<file path="src/rtl/isr_pkg.sv">
// Package: field positions and fixed values of the per-source words.
// Assumes 32-bit configuration words and a 4-bit priority field.
package isr_pkg;
    localparam int unsigned WORD_W   = 32;
    localparam int unsigned PRIO_W   = 4;
    localparam int unsigned VEC_W    = 8;
    localparam int unsigned B_MASK   = 31;
    localparam int unsigned B_ACT    = 30;
    localparam int unsigned B_MODE   = 29;
    localparam int unsigned B_POL    = 23;
    localparam int unsigned B_SENSE  = 22;
    localparam int unsigned PRIO_LO  = 16;
    localparam int unsigned DHI_LO   = 30;

    // Assemble the readable vector/priority word from its stored fields.
    function automatic logic [WORD_W-1:0] build_vp(
        input logic              masked,
        input logic              active,
        input logic              level,
        input logic [PRIO_W-1:0] prio,
        input logic [VEC_W-1:0]  vec
    );
        logic [WORD_W-1:0] w;
        w                           = '0;
        w[B_MASK]                   = masked;
        w[B_ACT]                    = active;
        w[B_MODE]                   = 1'b1;
        w[B_POL]                    = 1'b0;
        w[B_SENSE]                  = level;
        w[PRIO_LO +: PRIO_W]        = prio;
        w[VEC_W-1:0]                = vec;
        return w;
    endfunction
endpackage

</file>
<file path="src/rtl/isr_slot.sv">
// Module: isr_slot
// One interrupt source: stores its mask, priority, vector, destination,
// pending and activity state and its raised bit at every CPU, and decides
// delivery when its input changes or its vector word is written.
// Assumes: task priorities are stable during the cycle; sense is fixed at
// build time through IS_LEVEL.
module isr_slot #(
    parameter int unsigned NUM_CPU  = 2,
    parameter bit          IS_LEVEL = 1'b0
) (
    input  logic                               clk,
    input  logic                               rst_n,
    input  logic                               irq,
    input  logic                               wr_vp,
    input  logic                               wr_dst,
    input  logic                               w_mask,
    input  logic [isr_pkg::PRIO_W-1:0]         w_prio,
    input  logic [isr_pkg::VEC_W-1:0]          w_vec,
    input  logic [1:0]                         w_dhi,
    input  logic [NUM_CPU-1:0]                 w_dsel,
    input  logic [NUM_CPU*isr_pkg::PRIO_W-1:0] task_prio,
    input  logic [NUM_CPU-1:0]                 ack_hit,
    output logic [isr_pkg::WORD_W-1:0]         vp_word,
    output logic [isr_pkg::WORD_W-1:0]         dst_word,
    output logic [NUM_CPU-1:0]                 raised_o,
    output logic [NUM_CPU-1:0]                 hit_o
);
    import isr_pkg::*;

    localparam int unsigned DST_GAP = WORD_W - 2 - NUM_CPU;

    logic                 irq_q, msk_q, act_q, pend_q;
    logic [PRIO_W-1:0]    prio_q;
    logic [VEC_W-1:0]     vec_q;
    logic [1:0]           dhi_q;
    logic [NUM_CPU-1:0]   dsel_q, raised_q;

    logic                 msk_n, act_b, pend_b, chg, allow;
    logic [PRIO_W-1:0]    prio_n;
    logic [VEC_W-1:0]     vec_n;
    logic [NUM_CPU-1:0]   raised_a, hit;

    // Next-state fields, acknowledge and input sensing, then delivery decision.
    always_comb begin
        msk_n    = wr_vp ? w_mask : msk_q;
        prio_n   = wr_vp ? w_prio : prio_q;
        vec_n    = wr_vp ? w_vec  : vec_q;
        raised_a = raised_q & ~ack_hit;
        act_b    = act_q;
        pend_b   = pend_q;
        if ((|ack_hit) && !IS_LEVEL) begin
            act_b  = 1'b0;
            pend_b = 1'b0;
        end
        chg = irq ^ irq_q;
        if (chg) begin
            if (IS_LEVEL) begin
                pend_b = irq;
                if (!irq) act_b = 1'b0;
            end else if (irq) begin
                pend_b = 1'b1;
            end
        end
        allow = (chg | wr_vp) & pend_b & ~msk_n & (prio_n != '0) & ~act_b & (|dsel_q);
        for (int c = 0; c < int'(NUM_CPU); c++) begin
            hit[c] = allow & dsel_q[c] & ~raised_a[c]
                   & (prio_n > task_prio[c*PRIO_W +: PRIO_W]);
        end
    end

    // State update with synchronous active-low reset.
    always_ff @(posedge clk) begin
        if (!rst_n) begin
            irq_q    <= 1'b0;
            msk_q    <= 1'b1;
            act_q    <= 1'b0;
            pend_q   <= 1'b0;
            prio_q   <= '0;
            vec_q    <= '0;
            dhi_q    <= '0;
            dsel_q   <= '0;
            raised_q <= '0;
        end else begin
            irq_q    <= irq;
            msk_q    <= msk_n;
            prio_q   <= prio_n;
            vec_q    <= vec_n;
            pend_q   <= pend_b;
            act_q    <= act_b | (|hit);
            raised_q <= raised_a | hit;
            if (wr_dst) begin
                dhi_q  <= w_dhi;
                dsel_q <= w_dsel;
            end
        end
    end

    assign vp_word  = build_vp(msk_q, act_q, IS_LEVEL, prio_q, vec_q);
    assign dst_word = {dhi_q, {DST_GAP{1'b0}}, dsel_q};
    assign raised_o = raised_q;
    assign hit_o    = hit;
endmodule

</file>
<file path="src/rtl/isr_readback.sv">
// Module: isr_readback
// Selects one source's vector/priority or destination word for reading.
// Assumes: an index beyond the last source reads as zero.
module isr_readback #(
    parameter int unsigned NUM_SRC = 64,
    parameter int unsigned IDX_W   = 6
) (
    input  logic [NUM_SRC*32-1:0] vp_all,
    input  logic [NUM_SRC*32-1:0] dst_all,
    input  logic                  sel_dst,
    input  logic [IDX_W-1:0]      idx,
    output logic [31:0]           rdata
);
    // Index-driven word selection.
    always_comb begin
        rdata = '0;
        for (int s = 0; s < int'(NUM_SRC); s++) begin
            if (int'(idx) == s) rdata = sel_dst ? dst_all[s*32 +: 32] : vp_all[s*32 +: 32];
        end
    end
endmodule

</file>
<file path="src/rtl/isr_strobe.sv">
// Module: isr_strobe
// Reduces this cycle's per-source delivery decisions into one registered
// pulse per CPU. Assumes hits are laid out CPU-major (c*NUM_SRC+s).
module isr_strobe #(
    parameter int unsigned NUM_SRC = 64,
    parameter int unsigned NUM_CPU = 2
) (
    input  logic                       clk,
    input  logic                       rst_n,
    input  logic [NUM_CPU*NUM_SRC-1:0] hit_all,
    output logic [NUM_CPU-1:0]         stb
);
    // One pulse per CPU in the cycle after any new delivery there.
    always_ff @(posedge clk) begin
        if (!rst_n) begin
            stb <= '0;
        end else begin
            for (int c = 0; c < int'(NUM_CPU); c++) begin
                stb[c] <= |hit_all[c*NUM_SRC +: NUM_SRC];
            end
        end
    end
endmodule

</file>
<file path="src/rtl/isr_route.sv">
// Module: isr_route (top)
// Per-source interrupt gating and directed routing to NUM_CPU ports.
// Assumes: at most one configuration write and one acknowledge per cycle;
// SRC_LEVEL bit s marks source s as level-sensed.
module isr_route #(
    parameter int unsigned       NUM_SRC   = 64,
    parameter int unsigned       NUM_CPU   = 2,
    parameter logic [NUM_SRC-1:0] SRC_LEVEL = '0,
    localparam int unsigned      IDX_W     = (NUM_SRC > 1) ? $clog2(NUM_SRC) : 1,
    localparam int unsigned      CPU_W     = (NUM_CPU > 1) ? $clog2(NUM_CPU) : 1
) (
    input  logic                       clk,
    input  logic                       rst_n,
    input  logic [NUM_SRC-1:0]         irq_in,
    input  logic                       cfg_we,
    input  logic                       cfg_dst_sel,
    input  logic [IDX_W-1:0]           cfg_idx,
    input  logic [31:0]                cfg_wdata,
    output logic [31:0]                cfg_rdata,
    input  logic [NUM_CPU*4-1:0]       task_prio,
    input  logic                       ack_valid,
    input  logic [CPU_W-1:0]           ack_cpu,
    input  logic [IDX_W-1:0]           ack_src,
    output logic [NUM_CPU*NUM_SRC-1:0] raised,
    output logic [NUM_CPU-1:0]         raise_stb
);
    import isr_pkg::*;

    logic [NUM_SRC*32-1:0]      vp_all, dst_all;
    logic [NUM_CPU*NUM_SRC-1:0] hit_all;

    generate
        for (genvar s = 0; s < int'(NUM_SRC); s++) begin : g_src
            logic                 sel_me;
            logic [NUM_CPU-1:0]   ack_me, r_me, h_me;
            assign sel_me = cfg_we && (int'(cfg_idx) == s);
            for (genvar c = 0; c < int'(NUM_CPU); c++) begin : g_cpu
                assign ack_me[c] = ack_valid && (int'(ack_src) == s) && (int'(ack_cpu) == c);
                assign raised[c*NUM_SRC + s]  = r_me[c];
                assign hit_all[c*NUM_SRC + s] = h_me[c];
            end
            isr_slot #(
                .NUM_CPU  (NUM_CPU),
                .IS_LEVEL (SRC_LEVEL[s])
            ) u_slot (
                .clk       (clk),
                .rst_n     (rst_n),
                .irq       (irq_in[s]),
                .wr_vp     (sel_me && !cfg_dst_sel),
                .wr_dst    (sel_me && cfg_dst_sel),
                .w_mask    (cfg_wdata[B_MASK]),
                .w_prio    (cfg_wdata[PRIO_LO +: PRIO_W]),
                .w_vec     (cfg_wdata[VEC_W-1:0]),
                .w_dhi     (cfg_wdata[DHI_LO +: 2]),
                .w_dsel    (cfg_wdata[NUM_CPU-1:0]),
                .task_prio (task_prio),
                .ack_hit   (ack_me),
                .vp_word   (vp_all[s*32 +: 32]),
                .dst_word  (dst_all[s*32 +: 32]),
                .raised_o  (r_me),
                .hit_o     (h_me)
            );
        end
    endgenerate

    isr_readback #(.NUM_SRC(NUM_SRC), .IDX_W(IDX_W)) u_rd (
        .vp_all  (vp_all),
        .dst_all (dst_all),
        .sel_dst (cfg_dst_sel),
        .idx     (cfg_idx),
        .rdata   (cfg_rdata)
    );

    isr_strobe #(.NUM_SRC(NUM_SRC), .NUM_CPU(NUM_CPU)) u_stb (
        .clk     (clk),
        .rst_n   (rst_n),
        .hit_all (hit_all),
        .stb     (raise_stb)
    );
endmodule

</file>
<file path="config.mk">
export PLATFORM = sky130hd
export DESIGN_NAME = isr_route
export DESIGN_NICKNAME = d
export VERILOG_FILES = /design/src/rtl/isr_pkg.sv /design/src/rtl/isr_slot.sv /design/src/rtl/isr_readback.sv /design/src/rtl/isr_strobe.sv /design/src/rtl/isr_route.sv
export SDC_FILE = /design/constraint.sdc
export NUM_CORES = 2
export LEC_CHECK = 0
export ABC_CLOCK_PERIOD_IN_PS = 11160
export BUFFER_PORTS_ARGS = -buffer_cell sky130_fd_sc_hd__buf_2
export CAP_MARGIN = 25
export CORE_MARGIN = 3
export CORE_UTILIZATION = 38
export CTS_BUF_LIST = sky130_fd_sc_hd__clkbuf_8
export CTS_CLUSTER_SIZE = 16
export DETAILED_ROUTE_END_ITERATION = 6
export PLACE_DENSITY = 0.56
export SLEW_MARGIN = 5
export SYNTH_ARGS = -nofsm -noshare
export SYNTH_HDL_FRONTEND = slang
export SYNTH_SLANG_ARGS = --single-unit
</file>
<file path="constraint.sdc">
create_clock -name clk -period 11.16 [get_ports clk]
set_input_delay 2.79 -clock clk [delete_from_list [all_inputs] [get_ports clk]]
set_output_delay 2.79 -clock clk [all_outputs]
set_load 0.05 [all_outputs]
</file>
==> results.cfg <==
[status]
status = complete, but fails checks
violations = DRC

[grt]
grt_pass1_vias = 74500
antenna_found_initial = 77
grt-ovfl-total = 0
grt_usage_pct = 44.7
grt_start_max_net_pins = 188
grt_pass1_wl_um = 629000

[place]
place_congestion = 1.10
place.detailed.hpwl_um = 358000
place_inst = 12100
io_buffer_count = 248
dp_slack_ns = 0.798

[pwr]
p_per_area_nw_per_um2 = 133
peakVddDrop_uv = 108
p_leak_uw = 0.0345
p_total_uw = 11500

[route]
num_vias = 81700
antenna_left = 0
drc = 8
drtIter0Drc = 11900
detail_route.wl_per_cell_um = 37.3
routed_wl_um = 472000
first_pass_iters = 6
viasPerCell = 6.46

[timing]
finalCriticalPeriod_ns = 10.70
skew_ns = 0.0844
slew_headroom_pct = 12.4
timing.setup.tns_ns = 0
period_share_pct = 95.9
finalHoldWorstSlack_ns = 0.451
setup_viol = 0
slew_viol_final = 0
finalWorstSetupSlack_ns = 0.460
clock.fmax_ghz = 0.0935
worst_pin_slew_ns = 1.31
rsz0062_at_grt = false
finalHoldViolCount = 0

[clock_network]
cts-htree-levels = 5
clk_pin_slew_ns = 0.06
cts_tree = built
cts_buffers = 287
cts_resized = 0
cts-hold-fix-buffers = 0
cts_buffer_depth = 4
cts_sinks = 1410
cts-root-buf = clkbuf_8
post-cts-setup-buffers = 0
clk_latency_ns = 1.11

[finish]
area_delta_synth_final_pct = 15.2
layout.nets = 10400
fin_cells = 12700
fillers = 19800
drive_gt1_share_pct = 12.9

[logic_synthesis]
yosysWarningCount = 0
syn_inst = 9442
synth_area_um2 = 74900
synthArstFlopShare_pct = 0
synth_area_per_cell_um2 = 7.93
synth_flop_cell = dfxtp_1
synth_seq_cells = 1410
synth_edf_count = 0
synth.distinct_cells = 90
yosysSeqAreaShare_pct = 37.7

[critical_path]
r2r_cells = 11
crit_path_frequent_cell = buf_4
path_class = primary input to primary output
cp-start-kind = primary input
endpoint_kind = primary output
path_max_fanout = 21
cp_data_arrival_time_ns = 7.91
cp_slowest_cell = o211ai_1
worstPathCellList = buf_2 > or2_2 > buf_4 > nor2_4 > a2111oi_0 > a211oi_1 > buf_4 > o211ai_1 > buf_4 > a21oi_1 > o21ai_1 > a311oi_1 > buf_4 > buf_2
slowest_delay_ns = 0.82
worstPathRequired_ns = 8.37

[floorplanning]
die_area_um2 = 202000
design.core.area_um2 = 195000
ioPinCount = 284
dieWidth_um = 450
rows = 162
start_util_pct = 38.3
fp.dieH_um = 450

[min_path]
hold_depth = 2
hold_path.class = flop to flop

[run]
drv_cap = 0
## through the flow
step	util [%]	instance area [µm²]
finish	44.2	86300
global route	44.1	86200
CTS	44.0	86100
detailed placement	41.3	80700
global placement	41.2	80500
floorplan	-	74900
## cell families (layout without fill, tap and decap cells)
| family | count (synthesis) | in the layout | synth area share [%] |
|---|---|---|---|
| AOI/OAI and AO/OA | 2743 | 2743 | 22.4 |
| adders and majority gates | 512 | 512 | 8.56 |
| buffers and inverters | 668 | 1186 | 3.72 |
| DFF | 1410 | 1410 | 37.7 |
| muxes | 347 | 347 | 4.80 |
| other | 1 | 69 | 0.00501 |
| and+or+nand+nor | 3761 | 3761 | 22.8 |
## area by class of cell
| type | count | area, µm² | share of cell area [%] |
|---|---|---|---|
| Antenna cell | 52 | 130 | 0.151 |
| Tap cell | 2624 | 3280 | 3.81 |
| Inverter | 29 | 128 | 0.148 |
| Multi-Input combinational cell | 7380 | 44200 | 51.3 |
| Sequential cell | 1410 | 28200 | 32.7 |
| Timing Repair Buffer | 696 | 4880 | 5.66 |
| Clock buffer | 346 | 4760 | 5.52 |
| Clock inverter | 115 | 637 | 0.738 |
## synthesized netlist by cell type, types with 8 or more instances
cell	instances	area, µm²
a21o_1	8	60.1
a22o_1	21	184
nand4bb_1	13	146
clkbuf_1	501	1880
nand4_1	189	1180
o31a_1	13	114
o2bb2ai_1	25	219
buf_4	42	315
o211ai_1	203	1520
ha_1	512	6410
a2111oi_0	8	70.1
or4b_1	11	110
and3_1	104	651
dfxtp_1	1410	28200
nand2_1	2234	8390
o2111ai_1	58	508
buf_2	77	385
a21oi_1	1194	5980
nor3_1	45	225
o31ai_1	31	233
nor2_1	443	1660
o21ai_0	359	1800
o21a_1	244	1830
and2_1	68	425
o22ai_1	71	444
nand2b_1	88	551
inv_1	26	97.6
a22oi_1	280	2100
o21ai_1	9	45.0
mux2_2	86	968
a211oi_1	79	593
a221oi_1	24	210
nand3_1	178	891
a31oi_1	64	400
nor4_1	97	607
nor2b_1	191	1190
buf_1	16	60.1
mux2i_1	260	2600
nor4b_1	13	114
## worst max-delay path, delay by kind of cell
kind / cells / cell delay, ns
AO/OA/AOI/OAI: 6 / 2.64
buffers and inverters: 6 / 1.54
AND/OR/NAND/NOR: 2 / 0.86
## placed cells by master (no fill, tap or decap), drive strengths merged, types with 191 or more instances in the layout
master	instances
a21oi	1194
a22oi	280
buf	695
clkbuf	347
dfxtp	1410
ha	512
mux2i	260
nand2	2234
nor2	449
nor2b	191
o211ai	203
o21a	244
o21ai	368
## final timing paths
check	start	to	slack [ns]
max	cfg_idx[5]	cfg_rdata[31]	0.46
min	g_src[11].u_slot.vec_q[0]	g_src[11].u_slot.vec_q[0]	0.45
max reg2reg	g_src[41].u_slot.prio_q[1]	u_stb.stb[0]	6.60
min reg2reg	g_src[11].u_slot.vec_q[0]	g_src[11].u_slot.vec_q[0]	0.45
## flip-flops by register name (all words and copies together), names as in the netlist, 128 cells and up
signal,cells
g_src.u_slot.vec_q,512
g_src.u_slot.prio_q,256
g_src.u_slot.dhi_q,128
g_src.u_slot.dsel_q,128
g_src.u_slot.raised_o,128
## report_power, final
| group | switching [µW] | internal, µW | total (µW) | leakage, µW |
|---|---|---|---|---|
| Combinational | 784 | 252 | 1040 | 0.0200 |
| Clock | 2470 | 2910 | 5380 | 0.00310 |
| Sequential | 24.0 | 5070 | 5100 | 0.0114 |
## layer usage
metal  up-vias  GRT usage [%]  routed length, µm
met1     40000           55.5             181000
met5         -              0                245
met4        36           36.3              43400
li1      34700              -                  -
met3      1363           13.3              54200
met2      5643           63.7             194000
Power figures use the tool's default switching activity.
